===== src/rtl/irq_arb_pkg.sv =====
package irq_arb_pkg;

  localparam int DATA_W         = 32;
  localparam int LINES_PER_WORD = 4;
  localparam int GRP_LSB        = 8;
  localparam logic [15:0] GRP_KEY = 16'h05FA;

  // register word map
  localparam int A_EN_SET    = 0;
  localparam int A_EN_CLR    = 1;
  localparam int A_PND_SET   = 2;
  localparam int A_PND_CLR   = 3;
  localparam int A_ACTIVE    = 4;
  localparam int A_GROUP     = 5;
  localparam int A_PRIO_BASE = 16;

  // number of preemption bits taken from the top of the urgency field
  function automatic int unsigned preempt_bits(input logic [2:0] code,
                                               input int unsigned prio_w);
    int unsigned g;
    g = 32'd7 - 32'(code);
    return (g > prio_w) ? prio_w : g;
  endfunction

endpackage


===== src/rtl/irq_min_tree.sv =====
// Balanced minimum tree: returns the smallest key among valid leaves.
// The left subtree wins ties, so lower leaf numbers are preferred.
module irq_min_tree #(
  parameter int N_LEAF = 32,
  parameter int KEY_W  = 4
) (
  input  logic [N_LEAF-1:0]       leaf_vld,
  input  logic [N_LEAF*KEY_W-1:0] leaf_key,
  output logic                    best_vld,
  output logic [KEY_W-1:0]        best_key
);
  localparam int NODES = 2 * N_LEAF - 1;

  logic             nv [NODES];
  logic [KEY_W-1:0] nk [NODES];

  for (genvar k = 0; k < N_LEAF; k++) begin : g_leaf
    assign nv[N_LEAF-1+k] = leaf_vld[k];
    assign nk[N_LEAF-1+k] = leaf_key[k*KEY_W +: KEY_W];
  end

  for (genvar i = 0; i < N_LEAF - 1; i++) begin : g_node
    logic take_l;
    assign take_l = nv[2*i+1] && (!nv[2*i+2] || (nk[2*i+1] <= nk[2*i+2]));
    assign nv[i]  = nv[2*i+1] || nv[2*i+2];
    assign nk[i]  = take_l ? nk[2*i+1] : nk[2*i+2];
  end

  assign best_vld = nv[0];
  assign best_key = nk[0];
endmodule


===== src/rtl/irq_line_state.sv =====
// Per-line enable, pending, active and urgency state.
module irq_line_state #(
  parameter int N_LINES = 32,
  parameter int PRIO_W  = 4,
  localparam int IDX_W  = $clog2(N_LINES)
) (
  input  logic                      clk,
  input  logic                      rst,
  input  logic [N_LINES-1:0]        en_set,
  input  logic [N_LINES-1:0]        en_clr,
  input  logic [N_LINES-1:0]        pnd_set,
  input  logic [N_LINES-1:0]        pnd_clr,
  input  logic [N_LINES-1:0]        irq_req,
  input  logic                      acc_vld,
  input  logic [IDX_W-1:0]          acc_line,
  input  logic                      ext_vld,
  input  logic [IDX_W-1:0]          ext_line,
  input  logic [N_LINES-1:0]        prio_we,
  input  logic [N_LINES*PRIO_W-1:0] prio_wval,
  output logic [N_LINES-1:0]        en_q,
  output logic [N_LINES-1:0]        pend_q,
  output logic [N_LINES-1:0]        act_q,
  output logic [N_LINES*PRIO_W-1:0] prio_q
);
  logic [N_LINES-1:0] acc_mask, ext_mask;

  assign acc_mask = acc_vld ? (N_LINES'(1) << acc_line) : '0;
  assign ext_mask = ext_vld ? (N_LINES'(1) << ext_line) : '0;

  always_ff @(posedge clk) begin
    if (rst) begin
      en_q   <= '0;
      pend_q <= '0;
      act_q  <= '0;
    end else begin
      en_q   <= (en_q | en_set) & ~en_clr;
      pend_q <= (pend_q & ~pnd_clr & ~acc_mask) | pnd_set | irq_req;
      act_q  <= (act_q & ~ext_mask) | acc_mask;
    end
  end

  for (genvar k = 0; k < N_LINES; k++) begin : g_prio
    always_ff @(posedge clk) begin
      if (rst)             prio_q[k*PRIO_W +: PRIO_W] <= '0;
      else if (prio_we[k]) prio_q[k*PRIO_W +: PRIO_W] <= prio_wval[k*PRIO_W +: PRIO_W];
    end
  end
endmodule


===== src/rtl/irq_prio_arbiter.sv =====
module irq_prio_arbiter
  import irq_arb_pkg::*;
#(
  parameter int N_LINES = 32,
  parameter int PRIO_W  = 4,
  parameter int ADDR_W  = 5,
  localparam int IDX_W  = $clog2(N_LINES)
) (
  input  logic               clk,
  input  logic               rst,
  input  logic [N_LINES-1:0] irq_req,
  input  logic               reg_we,
  input  logic [ADDR_W-1:0]  reg_addr,
  input  logic [31:0]        reg_wdata,
  output logic [31:0]        reg_rdata,
  input  logic               take_ack,
  input  logic               exit_valid,
  input  logic [IDX_W-1:0]   exit_line,
  output logic               take_valid,
  output logic [IDX_W-1:0]   take_line
);
  localparam int PRIO_WORDS = (N_LINES + LINES_PER_WORD - 1) / LINES_PER_WORD;
  localparam int WKEY_W     = PRIO_W + IDX_W;

  logic [N_LINES-1:0]        en_q, pend_q, act_q;
  logic [N_LINES*PRIO_W-1:0] prio_q;
  logic [2:0]                grp_code_q;

  // ---------------- register decode ----------------
  logic [N_LINES-1:0]        en_set, en_clr, pnd_set, pnd_clr, prio_we;
  logic [N_LINES*PRIO_W-1:0] prio_wval;
  logic                      in_prio;
  logic [ADDR_W-1:0]         prio_word;

  assign en_set  = (reg_we && reg_addr == ADDR_W'(A_EN_SET))  ? reg_wdata[N_LINES-1:0] : '0;
  assign en_clr  = (reg_we && reg_addr == ADDR_W'(A_EN_CLR))  ? reg_wdata[N_LINES-1:0] : '0;
  assign pnd_set = (reg_we && reg_addr == ADDR_W'(A_PND_SET)) ? reg_wdata[N_LINES-1:0] : '0;
  assign pnd_clr = (reg_we && reg_addr == ADDR_W'(A_PND_CLR)) ? reg_wdata[N_LINES-1:0] : '0;

  assign prio_word = reg_addr - ADDR_W'(A_PRIO_BASE);
  assign in_prio   = (reg_addr >= ADDR_W'(A_PRIO_BASE)) &&
                     (reg_addr <  ADDR_W'(A_PRIO_BASE + PRIO_WORDS));

  for (genvar k = 0; k < N_LINES; k++) begin : g_pdec
    assign prio_we[k] = reg_we && in_prio &&
                        (prio_word == ADDR_W'(k / LINES_PER_WORD));
    assign prio_wval[k*PRIO_W +: PRIO_W] =
      reg_wdata[(k % LINES_PER_WORD)*8 + 8 - PRIO_W +: PRIO_W];
  end

  // ---------------- state ----------------
  logic accept;

  irq_line_state #(.N_LINES(N_LINES), .PRIO_W(PRIO_W)) u_state (
    .clk       (clk),
    .rst       (rst),
    .en_set    (en_set),
    .en_clr    (en_clr),
    .pnd_set   (pnd_set),
    .pnd_clr   (pnd_clr),
    .irq_req   (irq_req),
    .acc_vld   (accept),
    .acc_line  (take_line),
    .ext_vld   (exit_valid),
    .ext_line  (exit_line),
    .prio_we   (prio_we),
    .prio_wval (prio_wval),
    .en_q      (en_q),
    .pend_q    (pend_q),
    .act_q     (act_q),
    .prio_q    (prio_q)
  );

  always_ff @(posedge clk) begin
    if (rst)
      grp_code_q <= 3'b111;
    else if (reg_we && reg_addr == ADDR_W'(A_GROUP) && reg_wdata[31:16] == GRP_KEY)
      grp_code_q <= reg_wdata[GRP_LSB +: 3];
  end

  // ---------------- arbitration ----------------
  logic [PRIO_W-1:0]          pre_mask;
  logic [N_LINES*WKEY_W-1:0]  wait_key;
  logic [N_LINES*PRIO_W-1:0]  run_key;
  logic                       win_vld, any_act;
  logic [WKEY_W-1:0]          win_key;
  logic [PRIO_W-1:0]          run_lvl, win_lvl;
  logic                       may_take;

  always_comb pre_mask = ~({PRIO_W{1'b1}} >> preempt_bits(grp_code_q, PRIO_W));

  for (genvar k = 0; k < N_LINES; k++) begin : g_key
    assign wait_key[k*WKEY_W +: WKEY_W] = {prio_q[k*PRIO_W +: PRIO_W], IDX_W'(k)};
    assign run_key[k*PRIO_W +: PRIO_W]  = prio_q[k*PRIO_W +: PRIO_W] & pre_mask;
  end

  irq_min_tree #(.N_LEAF(N_LINES), .KEY_W(WKEY_W)) u_wait_tree (
    .leaf_vld (en_q & pend_q),
    .leaf_key (wait_key),
    .best_vld (win_vld),
    .best_key (win_key)
  );

  irq_min_tree #(.N_LEAF(N_LINES), .KEY_W(PRIO_W)) u_run_tree (
    .leaf_vld (act_q),
    .leaf_key (run_key),
    .best_vld (any_act),
    .best_key (run_lvl)
  );

  assign win_lvl  = win_key[WKEY_W-1 -: PRIO_W] & pre_mask;
  assign may_take = win_vld && (!any_act || (win_lvl < run_lvl));
  assign accept   = take_valid && take_ack && en_q[take_line] && pend_q[take_line];

  always_ff @(posedge clk) begin
    if (rst) begin
      take_valid <= 1'b0;
      take_line  <= '0;
    end else begin
      take_valid <= may_take && !accept;
      take_line  <= win_key[IDX_W-1:0];
    end
  end

  // ---------------- read port ----------------
  logic [31:0] rd_next;

  always_comb begin
    rd_next = '0;
    if (in_prio) begin
      for (int j = 0; j < LINES_PER_WORD; j++) begin
        if (int'(prio_word) * LINES_PER_WORD + j < N_LINES)
          rd_next[j*8 + 8 - PRIO_W +: PRIO_W] =
            prio_q[(int'(prio_word) * LINES_PER_WORD + j) * PRIO_W +: PRIO_W];
      end
    end else if (reg_addr == ADDR_W'(A_EN_SET) || reg_addr == ADDR_W'(A_EN_CLR)) begin
      rd_next[N_LINES-1:0] = en_q;
    end else if (reg_addr == ADDR_W'(A_PND_SET) || reg_addr == ADDR_W'(A_PND_CLR)) begin
      rd_next[N_LINES-1:0] = pend_q;
    end else if (reg_addr == ADDR_W'(A_ACTIVE)) begin
      rd_next[N_LINES-1:0] = act_q;
    end else if (reg_addr == ADDR_W'(A_GROUP)) begin
      rd_next[GRP_LSB +: 3] = grp_code_q;
    end
  end

  always_ff @(posedge clk) begin
    if (rst) reg_rdata <= '0;
    else     reg_rdata <= rd_next;
  end
endmodule


===== config.mk =====
export PLATFORM = sky130hd
export DESIGN_NAME = irq_prio_arbiter
export DESIGN_NICKNAME = d
export VERILOG_FILES = /design/src/rtl/irq_arb_pkg.sv /design/src/rtl/irq_min_tree.sv /design/src/rtl/irq_line_state.sv /design/src/rtl/irq_prio_arbiter.sv
export SDC_FILE = /design/constraint.sdc
export NUM_CORES = 1
export LEC_CHECK = 0
export BUFFER_PORTS_ARGS = -buffer_cell sky130_fd_sc_hd__buf_2
export CORE_MARGIN = 2
export CORE_UTILIZATION = 30
export DETAILED_ROUTE_END_ITERATION = 7
export MAX_ROUTING_LAYER = met4
export SETUP_SLACK_MARGIN = 0.3
export SYNTH_ARGS = -nofsm -noshare
export SYNTH_HDL_FRONTEND = slang
export SYNTH_SLANG_ARGS = --single-unit

===== constraint.sdc =====
create_clock -name clk -period 27.1 [get_ports clk]
set_input_delay 5.42 -clock clk [delete_from_list [all_inputs] [get_ports clk]]
set_output_delay 5.42 -clock clk [all_outputs]
set_load 0.02 [all_outputs]

After elaboration in Yosys (flattened, before gate mapping)
Cells that the tools add are included.
{"block": "op_classes", "addsub": 5, "order_cmp": 71, "n_eq_ne": 13, "n_shift": 7, "n_mux": 87, "bitwise_logic": 47, "reduce_logical": 277}
{"operator": "$shiftx 128x11->4", "count": 3}
{"operator": "$mux 32", "count": 9}
{"operator": "$le 9x9->1", "count": 31}
{"operator": "$mux 9", "count": 31}
{"operator": "$and 32x32->32", "count": 5}
{"operator": "$mux 4", "count": 39}
{"operator": "$and 4x4->4", "count": 33}
{"operator": "$not 32->32", "count": 4}
{"operator": "$or 32x32->32", "count": 4}
{"operator": "$shiftx 128x10->4", "count": 1}
{"operator": "$logic_or 1x1->1", "count": 127}
{"operator": "$le 4x4->1", "count": 31}
{"operator": "$lt 32x7->1 const B", "count": 3}
{"operator": "$logic_and 1x1->1", "count": 83}
{"operator": "$logic_not 1->1", "count": 64}
{"operator": "$shl 1x5->32 const A", "count": 2}
{"operator": "$gt 32x3->1 const B", "count": 1}
{"operator": "$shr 4x32->4 const A", "count": 1}
{"operator": "$eq 5x3->1 const B", "count": 6}
{"operator": "$mux 21", "count": 1}
{"operator": "$eq 5x2->1 const B", "count": 4}
{"operator": "$add 7x2->8 const B", "count": 2}
{"operator": "$eq 16x11->1 const B", "count": 1}
{"operator": "$bmux 1 s5", "count": 2}
{"operator": "other kinds (15)", "count": 19}
{"block": "totals", "ff_bits": 265, "in_bits": 79, "out_inout_bits": 38, "word_cells": 547}

Depth between registers and ports, before layout
Gate-level depths: netlist of run 1.
{"block": "logic_depth", "depth_word": 30, "ltp_mapped": 51, "mapped_depth_nobuf": 48}

Hierarchy
Synthesis of run 1 repeated with hierarchy kept, for this count alone.
{"block": "hier_totals", "hier_cells": 3691, "hier_area_um2": 29607.1}
{"mod": "irq_min_tree at u_wait_tree", "n_inst": 1, "cells_each": 1454, "area_per_inst_um2": 10721.5, "seq_area_each_um2": 0.0}
{"mod": "irq_line_state", "n_inst": 1, "cells_each": 858, "area_per_inst_um2": 8232.9, "seq_area_each_um2": 4484.3}
{"mod": "irq_min_tree at u_run_tree", "n_inst": 1, "cells_each": 734, "area_per_inst_um2": 5362.6, "seq_area_each_um2": 0.0}
{"mod": "irq_prio_arbiter", "n_inst": 1, "cells_each": 645, "area_per_inst_um2": 5290.1, "seq_area_each_um2": 820.8}

Worst setup path after synthesis of run 1
OpenSTA, ideal clock, no wires.
{"block": "synth_path", "path_type": "reg-to-reg", "start": "reg grp_code_q[0]", "end": "reg take_valid", "setup_ns": 0.057, "arrival_time_ns": 9.288, "required_time_ns": 27.043, "slack_ns": 17.755, "stages_incl_launch_ff": 43, "path_buffers": 4, "period_less_slack_ns": 9.345, "cell_sequence": "dfxtp_1 o21ai_2 buf_2 clkbuf_1 clkbuf_1 clkbuf_1 nand2_1 ha_1 nor2b_1 o31ai_1 a21o_1 nand2_1 o21ai_0 inv_1 ha_1 a211o_1 a41oi_1 o2bb2ai_1 [... 7 more ...] mux2i_1 ha_1 and2_1 a31o_1 a311oi_4 mux2_2 ha_1 o21ai_0 nand2b_1 a21oi_1 o22ai_1 mux2i_1 ha_1 a21oi_1 o22ai_1 or4_1 o41a_1 a21bo_1"}
{"block": "synth_between", "elab_chain_len": 30, "word_cells_on_any_way": 166, "cone_classes": "1 x add/sub; 33 x order compare; 1 x shift; 32 x mux; 34 x bitwise; 65 x reduce/logical"}
{"item": "start: declaration", "line_no": "irq_prio_arbiter.sv:27", "rtl": "logic [2:0] grp_code_q;"}
{"item": "start signal: assignment", "line_no": "irq_prio_arbiter.sv:78", "rtl": "grp_code_q <= reg_wdata[GRP_LSB +: 3];"}
{"item": "$sub 3x3->4 (*)", "line_no": "irq_arb_pkg.sv:21", "rtl": "g = 32'd7 - 32'(code);"}
{"item": "$gt 32x3->1", "line_no": "irq_arb_pkg.sv:22", "rtl": "return (g > prio_w) ? prio_w : g;"}
{"item": "$mux 32 (*)", "line_no": "irq_arb_pkg.sv:22"}
{"item": "$shr 4x32->4 (*)", "line_no": "irq_prio_arbiter.sv:90", "rtl": "always_comb pre_mask = ~({PRIO_W{1'b1}} >> preempt_bits(grp_code_q, PRIO_W));"}
{"item": "$not 4->4 (*)", "line_no": "irq_prio_arbiter.sv:90"}
{"item": "$and 4x4->4", "line_no": "irq_prio_arbiter.sv:94", "rtl": "assign run_key[k*PRIO_W +: PRIO_W] = prio_q[k*PRIO_W +: PRIO_W] & pre_mask;"}
{"item": "$le 4x4->1", "line_no": "irq_min_tree.sv:24", "rtl": "assign take_l = nv[2*i+1] && (!nv[2*i+2] || (nk[2*i+1] <= nk[2*i+2]));"}
{"item": "$logic_or 1x1->1", "line_no": "irq_min_tree.sv:24"}
{"item": "[... 14 more ...]"}
{"item": "$le 4x4->1", "line_no": "irq_min_tree.sv:24"}
{"item": "$logic_or 1x1->1", "line_no": "irq_min_tree.sv:24"}
{"item": "$logic_and 1x1->1", "line_no": "irq_min_tree.sv:24"}
{"item": "$mux 4", "line_no": "irq_min_tree.sv:26", "rtl": "assign nk[i] = take_l ? nk[2*i+1] : nk[2*i+2];"}
{"item": "$lt 4x4->1 (*)", "line_no": "irq_prio_arbiter.sv:112", "rtl": "assign may_take = win_vld && (!any_act || (win_lvl < run_lvl));"}
{"item": "$logic_or 1x1->1 (*)", "line_no": "irq_prio_arbiter.sv:112"}
{"item": "$logic_and 1x1->1 (*)", "line_no": "irq_prio_arbiter.sv:112"}
{"item": "$logic_and 1x1->1 (*)", "line_no": "irq_prio_arbiter.sv:120", "rtl": "take_valid <= may_take && !accept;"}
{"item": "end signal: assignment", "line_no": "irq_prio_arbiter.sv:120"}
{"item": "end: declaration", "line_no": "irq_prio_arbiter.sv:19", "rtl": "output logic take_valid,"}
Every way passes the cells marked *; elsewhere a longest branch is shown, timed or not.
A chain may end at the register's enable or synchronous reset.

Worst setup path in the final report of run 1
{"block": "layout_path", "start": "reg grp_code_q[2]", "end": "reg take_valid"}
The elaborated chain is that of the path after synthesis.

==> impl_metrics.csv, run 1 <==
group,metric,value,unit
floorplanning,start_util,30.2,%
cells_and_area,final_common_cell,"nand2_1",
grt,grt_max_degree,109,
cts,ctsHoldBuffers,0,
floorplanning,fp.coreArea,72700,um2
synthesis,ys_seq_area_share,24.2,%
synthesis,synth-main-ff-cell,"dfxtp_1",
synthesis,synth_top_area_share,24.2,%
synthesis,ys_ff_latch,265,
synthesis,syn-num-nets,3127,
timing,min_period_over_period,39.1,%
worst_hold_path,hold_class,"reg -> reg",
drt,drcViolationCount,0,
cts,cts_max_path_buffers,3,
synthesis,synth_top_area_cell,"dfxtp_1",
timing,finalSetupViolations,0,
cells_and_area,final_cell_mix,"nand2_1 (557), a21oi_1 (363), dfxtp_1 (265), ha_1 (199), nor2_1 (151)",
floorplanning,die_w,274,um
setup_path,r2r_setup_slack,16.49,ns
setup_path,cp.arrival,11.15,ns
timing,finClkSkew,0.0141,ns
timing,maxSlewHeadroom,17.3,%
cts,cts.sinks,265,
cts,clkLatencyLatePin,0.59,ns
cts,postCtsSetupRepairBufs,0,
place,dp_hpwl,65500,um
cts,cts-root-buf,"clkbuf_16",
timing,hold_viol_final,0,
floorplanning,dieArea,75300,um2
drt,first_pass_iters,6,
synthesis,synth_edf_count,0,
floorplanning,chipHeight,274,um
grt,grt-ovfl-total,0,
worst_hold_path,worstHoldPathCells,2,
worst_hold_path,holdCritStartpoint,"u_state.pend_q[16]",
cts,htreeDepth,1,
drt,via_per_inst,5.70,
synthesis,syn_area,21900,um2
run,drv_cap,0,
setup_path,crit_type,"reg -> reg",
drt,wl,87300,um
grt,antenna_found_initial,2,
setup_path,cp_top_family,"compound AO/OA/AOI/OAI gates",
cts,cts_tree,"yes",
setup_path,cp.buffers_inverters,3,
timing,maxSlewViolCount,0,
place,gp_congestion,1.02,
synthesis,avgSynthCellArea,7.70,um2
grt,grt_pass1_wl,127000,um
setup_path,r2r-end,"take_valid",
grt,track_usage,22.9,%
grt,grt_pass1_vias,20000,
cells_and_area,fin_util,33.7,%
setup_path,worstReg2RegStart,"grp_code_q[2]",
setup_path,startpoint_type,"flop",
drt,ant_nets,0,
timing,tightestPinTransition,1.24,ns
cts,numCtsBuffers,29,
cts,post_cts_resized,0,
cells_and_area,fin_nets,3158,
drt,via_count,22000,
drt,wire_per_inst,22.6,um
setup_path,cp_max_fo,39,
timing,rsz0062_at_grt,"false",
pwr,p_per_area,38.0,nW/um2
timing,fin_tns_setup,0,ns
setup_path,rr_worst_depth,40,
setup_path,cp_slowest_cell,"and2_1",
pwr,ir_drop,0.0000485,V
place,portBuffers,116,
drt,drt_iter0_drc,2183,
floorplanning,ios,117,
synthesis,synth_cells,2849,
place,place_ws,16.70,ns
floorplanning,rows,99,
timing,finalCriticalPeriod,10.61,ns
setup_path,end_kind,"flop",
synthesis,yosysWarnings,0,
outcome,status,"completed",
setup_path,required,27.64,ns
cells_and_area,syn_to_final_growth,11.5,%
synthesis,synthTopCellsByArea,"dfxtp_1 (24%), ha_1 (11%), nand2_1 (9.5%), a21oi_1 (8.3%), mux2_2 (4.6%)",
setup_path,slowest_delay,0.47,ns
cells_and_area,drive_gt1_share,13.1,%
synthesis,synth-async-reset-ratio,0,%
pwr,leakage,9.75,nW
synthesis,yosysUniqueCellTypes,96,
timing,fin_ws,16.49,ns
worst_hold_path,min_to,"u_state.pend_q[16]",
cts,clk_transition_reported_paths,0.07,ns
setup_path,crit_top_cell,"ha_1",
timing,max_freq,0.0943,GHz
## layout make-up
type                       instances  area (um2)
fill                            7702       48200
inverter                         136         510
tap                              959        1200
sequential                       265        5310
antenna                            2        5.00
clock buffer                      39         843
multi-input combinational       2308       15600
timing repair buffer             140         772
clock inverter                    14         211
## worst register-to-register path, delay by kind of cell, from the launching register on
kind | cells | cell delay (ns)
flops | 1 | 0.31
fa+ha+maj | 6 | 1.81
compound gates | 17 | 3.95
mux | 4 | 1.29
simple gates | 10 | 2.36
buf+inv | 3 | 0.84
## cell families after synthesis
kind of cell / Yosys count / share of synthesized area (%)
and+or+nand+nor: 1042 / 21.6
adders and majority gates: 203 / 11.5
muxes: 234 / 13.6
AOI/OAI and AO/OA: 818 / 23.8
buffers and inverters: 276 / 4.77
xor gates and xnor gates: 11 / 0.439
DFF: 265 / 24.2
## power by group
part	switching [mW]	internal [mW]	leakage, nW
Combinational	0.0514	0.0241	7.09
Clock	0.184	0.265	0.517
Sequential	0.00899	0.396	2.15
Total	0.244	0.685	9.75
## per-stage QoR
step | total power, mW | hold WS [ns] | std cells | cell area, um2
6_report | 0.929 | 0.482 | 3863 | 24500
5_1_grt | 0.947 | 0.506 | 3862 | 24500
4_1_cts | 0.926 | 0.482 | 3861 | 24500
3_5_place_dp | 0.486 | 0.471 | 3808 | 23400
3_3_place_gp | 0.486 | 0.465 | 3808 | 23400
2_1_floorplan | 0.453 | 0.453 | 2849 | 21900
## how the worst max path moves through the flow
| stage | startpoint | to | slack, ns | cells after the start |
|---|---|---|---|---|
| after floorplan | grp_code_q[0] | take_valid | 17.75 | 42 |
| after global placement | grp_code_q[2] | take_valid | 16.89 | 40 |
| after detailed placement | grp_code_q[2] | take_valid | 16.70 | 40 |
| after CTS | grp_code_q[2] | take_valid | 16.65 | 40 |
| after global routing | grp_code_q[2] | take_valid | 15.74 | 40 |
| final | grp_code_q[2] | take_valid | 16.49 | 40 |
## routing by layer
layer  wire (um)  vias to the layer above  track usage (%)  share of wire [%]
li1            -                    10300                -                  -
met1       36800                    10500             29.5                 42
met2       38500                      966             34.7                 44
met3        6510                      224             3.29                7.4
met4        5520                        0             12.0                6.3
met5           0                        -                -                  0
## synth_stat cells, types with 38 or more instances
| library cell | n |
|---|---|
| dfxtp_1 | 265 |
| ha_1 | 199 |
| nor2_1 | 155 |
| o21ai_0 | 126 |
| nand2b_1 | 72 |
| mux4_2 | 42 |
| o21a_1 | 38 |
| clkbuf_1 | 124 |
| mux2_2 | 90 |
| mux2i_1 | 98 |
| inv_1 | 136 |
| a211oi_1 | 44 |
| nor2b_1 | 40 |
| nand3_1 | 57 |
| nand2_1 | 557 |
| and2_1 | 43 |
| a21oi_1 | 363 |
## state kept, by name, indices dropped and copies added, names as in the netlist
signal	cells
grp_code_q	3
take_line	5
reg_rdata	32
take_valid	1
u_state.pend_q	32
u_state.act_q	32
u_state.en_q	32
u_state.prio_q	128
Power figures use the tool's default switching activity.
==> run 2, diff against run 1 <==
- clock period: 27.1 -> 9.7 ns (I/O delays scaled with it)
==> impl_metrics.csv, run 2 (synthesized netlist as in run 1, its figures left out) <==
group,metric,value,unit
drt,wire_per_inst,22.5,um
timing,holdWs,0.485,ns
grt,grtUsageMet3,3.68,%
timing,tightestPinTransition,1.22,ns
drt,via_per_inst,5.69,
cells_and_area,seq_area,5320,um2
setup_path,cp_slowest_cell,"or4_4",
cts,ctsHoldBuffers,0,
pwr,p_per_area,105,nW/um2
place,dp_cells,3855,
setup_path,cp.buffers_inverters,5,
cells_and_area,fin_area,25500,um2
setup_path,required,10.24,ns
setup_path,cp.arrival,9.55,ns
cts,clk_transition_reported_paths,0.06,ns
floorplanning,rows,99,
setup_path,worstReg2RegStart,"grp_code_q[1]",
pwr,report.power.total,2.67,mW
cts,cts_tree,"yes",
place,placed_area,23800,um2
timing,rsz0062_at_grt,"false",
floorplanning,die_w,274,um
drt,drcViolationCount,0,
cells_and_area,multi_input_comb_area,16000,um2
timing,finalSetupViolations,0,
pwr,ir_drop,0.000124,V
outcome,status,"completed",
timing,finClkSkew,0.0183,ns
cts,cts.sinks,265,
worst_hold_path,hold_class,"reg -> reg",
timing,maxSlewHeadroom,18.2,%
timing,maxSlewViolCount,0,
drt,ant_nets,0,
cts,htreeDepth,1,
cells_and_area,drive_gt1_share,17.9,%
grt,grt_max_degree,94,
setup_path,cp_max_fo,15,
cells_and_area,final_cell_mix,"nand2_1 (554), a21oi_1 (347), dfxtp_1 (260), ha_1 (197), nor2_1 (148)",
pwr,leakage,10.2,nW
timing,max_freq,0.111,GHz
drt,via_count,22400,
grt,grt.met1_usage,29.8,%
setup_path,r2r_setup_slack,0.70,ns
cts,numCtsBuffers,30,
cells_and_area,fill_cells,7615,
cells_and_area,regMostFlops,"u_state.prio_q",
place,gp_congestion,1.00,
run,drv_cap,0,
setup_path,crit_top_cell,"ha_1",
cts,cts_max_path_buffers,3,
floorplanning,dieArea,75300,um2
floorplanning,fp.coreArea,72700,um2
grt,met2_usage,35.4,%
grt,track_usage,23.0,%
timing,finalCriticalPeriod,9.00,ns
grt,grt_pass1_wl,128000,um
cells_and_area,final_cells,3933,
cells_and_area,syn_to_final_growth,16.3,%
floorplanning,ios,117,
cells_and_area,largest_reg_flops,128,
setup_path,end_kind,"flop",
setup_path,slowest_delay,0.44,ns
drt,first_pass_iters,6,
floorplanning,chipHeight,274,um
grt,antenna_found_initial,2,
drt,drt_iter0_drc,2403,
floorplanning,start_util,30.2,%
place,dp_hpwl,65400,um
setup_path,cp_top_family,"compound AO/OA/AOI/OAI gates",
setup_path,startpoint_type,"flop",
grt,grt_pass1_vias,20100,
timing,fin_tns_setup,0,ns
worst_hold_path,holdCritStartpoint,"u_state.pend_q[27]",
cts,clkLatencyLatePin,0.59,ns
worst_hold_path,worstHoldPathCells,2,
cells_and_area,final_common_cell,"nand2_1",
setup_path,rr_worst_depth,44,
timing,min_period_over_period,92.8,%
setup_path,crit_type,"reg -> reg",
setup_path,r2r-end,"take_valid",
grt,grt-ovfl-total,0,
cells_and_area,fin_nets,3229,
cts,cts-root-buf,"clkbuf_16",
drt,wl,88600,um
grt,grt.busiest_layer,"met2",
timing,hold_viol_final,0,
cells_and_area,diodes,0,
place,portBuffers,116,
worst_hold_path,min_to,"u_state.pend_q[27]",
run 2: cell type report:
class                   instances  area share [%]
multi-input cells            2308            62.8
flip-flops and latches        265            20.8
repair buffers                210            5.31
well taps                     959            4.70
clock buffers                  38            3.30
inverters                     136            2.00
clock inverters                17            1.09
run 2: tightest hold or removal path, delay by kind of cell (launching register included):
kind | cells | cell delay, ns
flops | 1 | 0.32
simple gates | 1 | 0.07
compound gates | 1 | 0.05
run 2: worst max-delay path by stage:
| stage | startpoint | endpoint | slack, ns | cells past startpoint |
|---|---|---|---|---|
| after floorplan | grp_code_q[0] | take_valid | 0.35 | 42 |
| final | grp_code_q[1] | take_valid | 0.70 | 44 |
| after global placement | u_state.prio_q[81] | take_valid | 0.42 | 41 |
| after global routing | grp_code_q[1] | take_valid | 0.23 | 43 |
| after CTS | grp_code_q[1] | take_valid | 0.33 | 43 |
| after detailed placement | grp_code_q[1] | take_valid | 0.25 | 40 |
run 2: through the flow:
step	util [%]	setup WS [ns]
finish	35.1	0.697
global route	35.1	0.231
CTS	34.3	0.326
detailed placement	32.7	0.249
global placement	32.7	0.417
floorplan	-	0.355
run 2: repair_timing:
action | 4_1_cts | 5_1_grt
cloned | 0 | 1
resized for setup | 0 | 106
endpoints found under the hold margin | 0 | 0
pin swaps | 1 | 12
endpoints found under the setup margin | 1 | 1
buffers inserted | 4 | 18
run 2: per-layer routing:
layer	routed length, um	up-vias
met2	39800	998
li1	-	10400
met5	0	-
met4	4270	0
met1	37300	10700
met3	7260	218
run 2: report_power, final:
part | internal, mW | switching (mW) | leakage, nW | total, mW
sequential | 1.11 | 0.0230 | 2.15 | 1.13
combinational | 0.0696 | 0.149 | 7.49 | 0.218
clock | 0.800 | 0.523 | 0.542 | 1.32
